`config.mk`:
```
export PLATFORM = sky130hd
export DESIGN_NAME = rtc_alarm_intc
export DESIGN_NICKNAME = d
export VERILOG_FILES = /design/src/rtl/rtc_alarm_pkg.sv /design/src/rtl/rtc_alarm_match.sv /design/src/rtl/rtc_int_status.sv /design/src/rtl/rtc_cmd_store.sv /design/src/rtl/rtc_alarm_intc.sv
export SDC_FILE = /design/constraint.sdc
export NUM_CORES = 1
export LEC_CHECK = 0
export ABC_AREA = 1
export BUFFER_PORTS_ARGS = -buffer_cell sky130_fd_sc_hd__buf_4
export CAP_MARGIN = 0
export CORE_UTILIZATION = 50
export DETAILED_ROUTE_END_ITERATION = 10
export GPL_ROUTABILITY_DRIVEN = 0
export PLACE_DENSITY = 0.76
export SYNTH_ARGS = -nofsm -noshare
export SYNTH_HDL_FRONTEND = slang
export SYNTH_SLANG_ARGS = --single-unit
```
`constraint.sdc`:
```
create_clock -name clk -period 1.08 [get_ports clk]
set_input_delay 0.216 -clock clk [delete_from_list [all_inputs] [get_ports clk]]
set_output_delay 0.216 -clock clk [all_outputs]
set_load 0.05 [all_outputs]
```
`src/rtl/rtc_alarm_pkg.sv`:
```
package rtc_alarm_pkg;

    typedef enum logic {
        ALM_WAIT = 1'b0,
        ALM_HELD = 1'b1
    } alm_state_e;

    typedef struct packed {
        logic       test;
        logic       gie;
        logic [1:0] xtal;
    } cmd_fields_t;

endpackage

```
`src/rtl/rtc_alarm_match.sv`:
```
module rtc_alarm_match
    import rtc_alarm_pkg::*;
#(
    parameter int DATA_W     = 8,
    parameter int N_FIELDS   = 8,
    parameter int HOUR_FIELD = 1
) (
    input  logic                       clk,
    input  logic                       rst_n,
    input  logic                       wr_en,
    input  logic [$clog2(N_FIELDS)-1:0] idx,
    input  logic [DATA_W-1:0]          wdata,
    input  logic [N_FIELDS*DATA_W-1:0] live_time,
    output logic [DATA_W-1:0]          rd_byte,
    output logic                       alarm_ev
);

    localparam logic [DATA_W-1:0] PLAIN_IGN = DATA_W'(1) << (DATA_W - 1);
    localparam logic [DATA_W-1:0] HOUR_IGN  = DATA_W'(1) << (DATA_W - 2);

    logic [DATA_W-1:0]   alarm_q [N_FIELDS];
    logic [N_FIELDS-1:0] field_ok;
    logic                match;
    alm_state_e          st_q;
    alm_state_e          st_d;

    // alarm byte storage
    always_ff @(posedge clk or negedge rst_n) begin
        if (!rst_n) begin
            for (int f = 0; f < N_FIELDS; f++) begin
                alarm_q[f] <= '0;
            end
        end else if (wr_en) begin
            alarm_q[idx] <= wdata;
        end
    end

    assign rd_byte = alarm_q[idx];

    // per-field compare; the hour field uses a different ignore bit
    for (genvar i = 0; i < N_FIELDS; i++) begin : g_fld
        localparam logic [DATA_W-1:0] IGN = (i == HOUR_FIELD) ? HOUR_IGN : PLAIN_IGN;
        logic [DATA_W-1:0] lv;
        assign lv          = live_time[i*DATA_W +: DATA_W];
        assign field_ok[i] = (|(alarm_q[i] & IGN)) ||
                             (((alarm_q[i] ^ lv) & ~IGN) == '0);
    end

    assign match = &field_ok;

    // state register
    always_ff @(posedge clk or negedge rst_n) begin
        if (!rst_n) begin
            st_q <= ALM_WAIT;
        end else begin
            st_q <= st_d;
        end
    end

    // next state
    always_comb begin
        st_d = st_q;
        unique case (st_q)
            ALM_WAIT: if (match)  st_d = ALM_HELD;
            ALM_HELD: if (!match) st_d = ALM_WAIT;
        endcase
    end

    // outputs: cause only on the WAIT -> HELD transition
    always_comb begin
        alarm_ev = 1'b0;
        unique case (st_q)
            ALM_WAIT: alarm_ev = match;
            ALM_HELD: alarm_ev = 1'b0;
        endcase
    end

endmodule

```
`src/rtl/rtc_int_status.sv`:
```
module rtc_int_status #(
    parameter int N_CAUSE = 7
) (
    input  logic               clk,
    input  logic               rst_n,
    input  logic [N_CAUSE-1:0] cause,
    input  logic               mask_wr,
    input  logic [N_CAUSE-1:0] mask_wdata,
    input  logic               clr_rd,
    input  logic               gie,
    output logic [N_CAUSE-1:0] status,
    output logic [N_CAUSE-1:0] mask,
    output logic [N_CAUSE-1:0] set_vec,
    output logic               irq
);

    logic [N_CAUSE-1:0] status_q;
    logic [N_CAUSE-1:0] mask_q;
    logic [N_CAUSE-1:0] status_d;

    assign set_vec  = cause & mask_q;
    assign status_d = (clr_rd ? '0 : status_q) | set_vec;

    always_ff @(posedge clk or negedge rst_n) begin
        if (!rst_n) begin
            status_q <= '0;
            mask_q   <= '0;
        end else begin
            status_q <= status_d;
            if (mask_wr) begin
                mask_q <= mask_wdata;
            end
        end
    end

    assign status = status_q;
    assign mask   = mask_q;
    assign irq    = (|status_q) & gie;

endmodule

```
`src/rtl/rtc_cmd_store.sv`:
```
module rtc_cmd_store
    import rtc_alarm_pkg::*;
#(
    parameter int DATA_W   = 8,
    parameter int GIE_BIT  = 4,
    parameter int TEST_BIT = 5
) (
    input  logic              clk,
    input  logic              rst_n,
    input  logic              wr_en,
    input  logic [DATA_W-1:0] wdata,
    output logic              gie,
    output logic              test_mode,
    output logic [1:0]        xtal_sel
);

    cmd_fields_t cmd_q;
    logic        unused_cmd_bits;

    always_ff @(posedge clk or negedge rst_n) begin
        if (!rst_n) begin
            cmd_q <= '0;
        end else if (wr_en) begin
            cmd_q.gie  <= wdata[GIE_BIT];
            cmd_q.test <= wdata[TEST_BIT];
            cmd_q.xtal <= wdata[1:0];
        end
    end

    assign unused_cmd_bits = ^{wdata[DATA_W-1:TEST_BIT+1], wdata[GIE_BIT-1:2]};

    assign gie       = cmd_q.gie;
    assign test_mode = cmd_q.test;
    assign xtal_sel  = cmd_q.xtal;

endmodule

```
`src/rtl/rtc_alarm_intc.sv`:
```
module rtc_alarm_intc #(
    parameter int DATA_W     = 8,
    parameter int N_FIELDS   = 8,
    parameter int N_TICKS    = 6,
    parameter int ADDR_W     = 5,
    parameter int HOUR_FIELD = 1,
    parameter int ALARM_BASE = 8,
    parameter int STAT_ADDR  = 16,
    parameter int CMD_ADDR   = 17
) (
    input  logic                       clk,
    input  logic                       rst_n,
    input  logic [ADDR_W-1:0]          reg_addr,
    input  logic                       reg_wr,
    input  logic                       reg_rd,
    input  logic [DATA_W-1:0]          reg_wdata,
    output logic [DATA_W-1:0]          reg_rdata,
    input  logic [N_FIELDS*DATA_W-1:0] live_time,
    input  logic [N_TICKS-1:0]         tick_vec,
    output logic                       irq,
    output logic [1:0]                 xtal_sel,
    output logic                       test_mode
);

    localparam int IDX_W   = $clog2(N_FIELDS);
    localparam int N_CAUSE = N_TICKS + 1;
    localparam logic [ADDR_W-1:0] A_LO   = ADDR_W'(ALARM_BASE);
    localparam logic [ADDR_W-1:0] A_HI   = ADDR_W'(ALARM_BASE + N_FIELDS);
    localparam logic [ADDR_W-1:0] A_STAT = ADDR_W'(STAT_ADDR);
    localparam logic [ADDR_W-1:0] A_CMD  = ADDR_W'(CMD_ADDR);

    logic               in_alarm;
    logic [IDX_W-1:0]   alm_idx;
    logic [DATA_W-1:0]  alm_byte;
    logic               alarm_ev_w;
    logic               rd_stat_w;
    logic               gie_w;
    logic [N_CAUSE-1:0] stat_w;
    logic [N_CAUSE-1:0] mask_w;
    logic [N_CAUSE-1:0] set_w;

    assign in_alarm  = (reg_addr >= A_LO) && (reg_addr < A_HI);
    assign alm_idx   = IDX_W'(reg_addr - A_LO);
    assign rd_stat_w = reg_rd && (reg_addr == A_STAT);

    rtc_alarm_match #(
        .DATA_W     (DATA_W),
        .N_FIELDS   (N_FIELDS),
        .HOUR_FIELD (HOUR_FIELD)
    ) u_match (
        .clk       (clk),
        .rst_n     (rst_n),
        .wr_en     (reg_wr && in_alarm),
        .idx       (alm_idx),
        .wdata     (reg_wdata),
        .live_time (live_time),
        .rd_byte   (alm_byte),
        .alarm_ev  (alarm_ev_w)
    );

    rtc_int_status #(
        .N_CAUSE (N_CAUSE)
    ) u_status (
        .clk        (clk),
        .rst_n      (rst_n),
        .cause      ({tick_vec, alarm_ev_w}),
        .mask_wr    (reg_wr && (reg_addr == A_STAT)),
        .mask_wdata (reg_wdata[N_CAUSE-1:0]),
        .clr_rd     (rd_stat_w),
        .gie        (gie_w),
        .status     (stat_w),
        .mask       (mask_w),
        .set_vec    (set_w),
        .irq        (irq)
    );

    rtc_cmd_store #(
        .DATA_W (DATA_W)
    ) u_cmd (
        .clk       (clk),
        .rst_n     (rst_n),
        .wr_en     (reg_wr && (reg_addr == A_CMD)),
        .wdata     (reg_wdata),
        .gie       (gie_w),
        .test_mode (test_mode),
        .xtal_sel  (xtal_sel)
    );

    // registered read port; data holds until the next read
    always_ff @(posedge clk or negedge rst_n) begin
        if (!rst_n) begin
            reg_rdata <= '0;
        end else if (reg_rd) begin
            if (in_alarm) begin
                reg_rdata <= alm_byte;
            end else if (rd_stat_w) begin
                reg_rdata <= {|stat_w, stat_w};
            end else begin
                reg_rdata <= '0;
            end
        end
    end

endmodule

```
==> results.ini <==
[cts]
cts_max_level = 3
insertion_delay_ns = 0.39
clock-sinks = 91
clkTransAtPathRegs_ns = 0.09
numCtsBuffers = 9
clockRootBuffer = clkbuf_8
cts_tree = yes
clock_path_buffers = 2

[placed_design]
portBuffers = 90
dp_worst_setup_slack_ns = -0.3309
place_hpwl_um = 11720
dpl-instance-area_mm2 = 0.006659

[global_route]
grt_pass1_vias = 5067
antenna_found_initial = 0
grt_first_pass_wirelength_um = 25120
overflow = 0
grt_max_degree = 55
grt.total_usage_pct = 32.96

[setup_path]
crit_slowest_cell = dfrtp_1
worstSetupStartpoint = u_status.status[3]$_DFF_PN0_
worstSetupPathType = flop to primary output
critPathRequiredTime_ns = 0.86
crit_family = flip-flops
cp_num_cells = 5
critical_path_peak_fanout = 2
max_stage_delay_ns = 0.42
rrSetupSlack_ns = -0.35
path_cells = inv_2, nand2_2, nor4_4, nor2_2, buf_6
crit_path_end = irq
ff2ff_path_depth = 9
reg2reg_to = u_status.status[0]$_DFF_PN0_
critPathArrivalTime_ns = 1.47
worstPathBufferInverterCount = 2
cp-start-kind = flop
reg2reg_from = u_match.alarm_q[2]$_DFFE_PN0P_
crit_path_end_kind = primary output

[pwr]
power_density_mw_per_mm2 = 1431
p_leak_nw = 3.868
peakVddDrop_mv = 1.078
total_power_mw = 10.65

[timing]
fin_crit_ns = 1.685
hold_viol = 0
skew_ns = 0.01092
slew_viol_final = 0
setup_slack_ns = -0.6048
setup_tns_ns = -3.692
tightest_slew_ns = 0.3642
setup_viol = 24
max_slew_margin_pct = 75.69
timing.fmax_ghz = 0.5936
finalCritPeriodShare_pct = 156.0
rsz0062_at_grt = true

[route]
postRouteAntennaNets = 0
dr_wl_met3_um = 1685
top_layer = met4
met1_length_um = 6570
drtIter0Drc = 622
vias_per_cell = 5.608
wl_per_cell_um = 17.73
wirelength_um = 18140
first_pass_iters = 9
remaining_drc_errors = 0
dr_wl_met2_um = 8458
via_count = 5737

[floorplanning]
row_count = 36
core_region_area_mm2 = 0.009729
die_w_um = 101.9
fp.dieArea_mm2 = 0.01039
die_y_um = 101.9
num_io_pins = 99
start_util_pct = 51.32

[synth]
ys.warnings.count = 0
postSynthAreaPerCell_um2 = 7.532
yosysUniqueCellTypes = 31
yosys.area.top_type_share_pct = 45.60
ys_seq_area_share_pct = 45.60
syn_area_mm2 = 0.004994
synth.area.top_cells = dfrtp_1, nand2_1, inv_1, o21ai_1, xnor2_1
synth_nets = 750
yosysTopAreaCell = dfrtp_1
syn_inst = 663
ys_ff_latch = 91

[final_layout]
fin_nets = 972
drive_above_1_share_pct = 38.65
utilization_pct = 76.49
final_area_mm2 = 0.007442
area_growth_pct = 49.04
diodes = 0

[run]
max_cap_violations = 0

[outcome]
status = complete, but fails checks
violations = setup timing

[worst_hold_path]
hold_path_class = input pin to flop
hold_depth = 3

## cells in the final DEF, fill, tap and decap left out, types with 2 or more instances in the layout
cell / count
inv_4: 5
nand3_2: 7
buf_12: 8
o21ai_2: 7
a21oi_1: 10
o22ai_2: 6
xnor2_1: 23
buf_4: 180
nand2_4: 8
a21oi_2: 9
o21ai_0: 19
o22ai_4: 2
clkinv_2: 2
nand2_2: 12
o21ai_1: 60
buf_6: 33
xor2_1: 5
nand2_1: 205
clkbuf_8: 9
clkinvlp_4: 4
o22ai_1: 3
inv_1: 72
nor3_4: 2
nand4_1: 6
dfrtp_1: 91
nor2_1: 30
nor2_4: 5
nor2_2: 13
inv_2: 22
nand3_1: 12
a31oi_1: 4
## logic make-up (layout without fill, tap and decap cells)
kind of cell	after synthesis	count (layout)	share of synthesized area, %
xor gates and xnor gates	29	29	5.086
DFF	91	91	45.60
and+or+nand+nor	304	304	26.01
buffers and inverters	113	340	9.872
AOI/OAI and AO/OA	126	126	13.43
## worst min-delay path, stage by stage
cell and delay, ns:
buf_4 0.08, nand2_1 0.04, o21ai_0 0.06
## per-layer routing
layer / global-route usage, % / up-vias
met1: 39.85 / 2651
li1: - / 2530
met2: 54.57 / 404
met3: 6.361 / 152
met5: 0 / -
met4: 20.55 / 0
## stage by stage
step / cells / hold WS, ns
global placement: 981 / 0.2124
finish: 1023 / 0.04817
global route: 1023 / 0.05452
CTS: 1009 / 0.04137
detailed placement: 981 / 0.2137
floorplan: 663 / -0.07959
## cell usage after synthesis
cell / number
clkinv_1: 1
nor3_4: 2
o21bai_1: 1
inv_2: 3
nand4_1: 6
buf_2: 1
nor2_4: 2
nand2_1: 218
nand2_2: 1
nor2_1: 45
buf_6: 9
nand3_1: 19
inv_1: 98
and2_1: 1
a21oi_1: 17
o22ai_1: 11
xor2_1: 5
nor2_8: 1
o21ai_0: 31
nand2_4: 7
dfrtp_1: 91
xnor2_1: 24
a22oi_1: 2
o2bb2ai_1: 1
nor2_2: 1
a31oi_1: 4
nor4_1: 1
o21ai_1: 56
clkbuf_1: 1
a21oi_2: 2
a211oi_1: 1
## how the worst min path moves through the flow
stage                           start                         endpoint
final                     tick_vec[5]     u_status.status[6]$_DFF_PN0_
after global routing      tick_vec[4]     u_status.status[5]$_DFF_PN0_
after CTS                 tick_vec[5]     u_status.status[6]$_DFF_PN0_
after detailed placement        rst_n  u_match.alarm_q[44]$_DFFE_PN0P_
after global placement          rst_n   u_match.alarm_q[5]$_DFFE_PN0P_
after floorplan                 rst_n         reg_rdata[0]$_DFFE_PN0P_
## power breakdown
part / internal [mW] / switching (mW) / total, mW / leakage [nW]
logic: 1.97 / 2.02 / 3.98 / 2.65
registers: 4.01 / 0.522 / 4.53 / 1.14
clock network: 0.837 / 1.30 / 2.14 / 0.0787
## final cells by class
type                    count  area (µm²)
fillers                   621        2287
flip-flops and latches     91        2277
clock inverters             6       41.29
inverters                 102       406.6
clock buffers              10       127.6
multi-input cells         459        2530
repair buffers            222        1893
well taps                 133       166.4
## what timing repair did
item / 4_1_cts / 5_1_grt
hold buffers: 1 / 0
setup buffers: 12 / 18
gates resized for setup: 83 / 56
endpoints found under the hold margin: 91 / 0
setup endpoints to repair: 22 / 27
pin swaps: 37 / 35
## state kept, by name, indices dropped and copies added (netlist names)
register / count
u_cmd.gie: 1
reg_rdata: 8
u_match.st_q: 1
u_status.status: 7
u_cmd.test_mode: 1
u_match.alarm_q: 64
u_cmd.xtal_sel: 2
u_status.mask: 7
(Power assumes the default switching activity.)
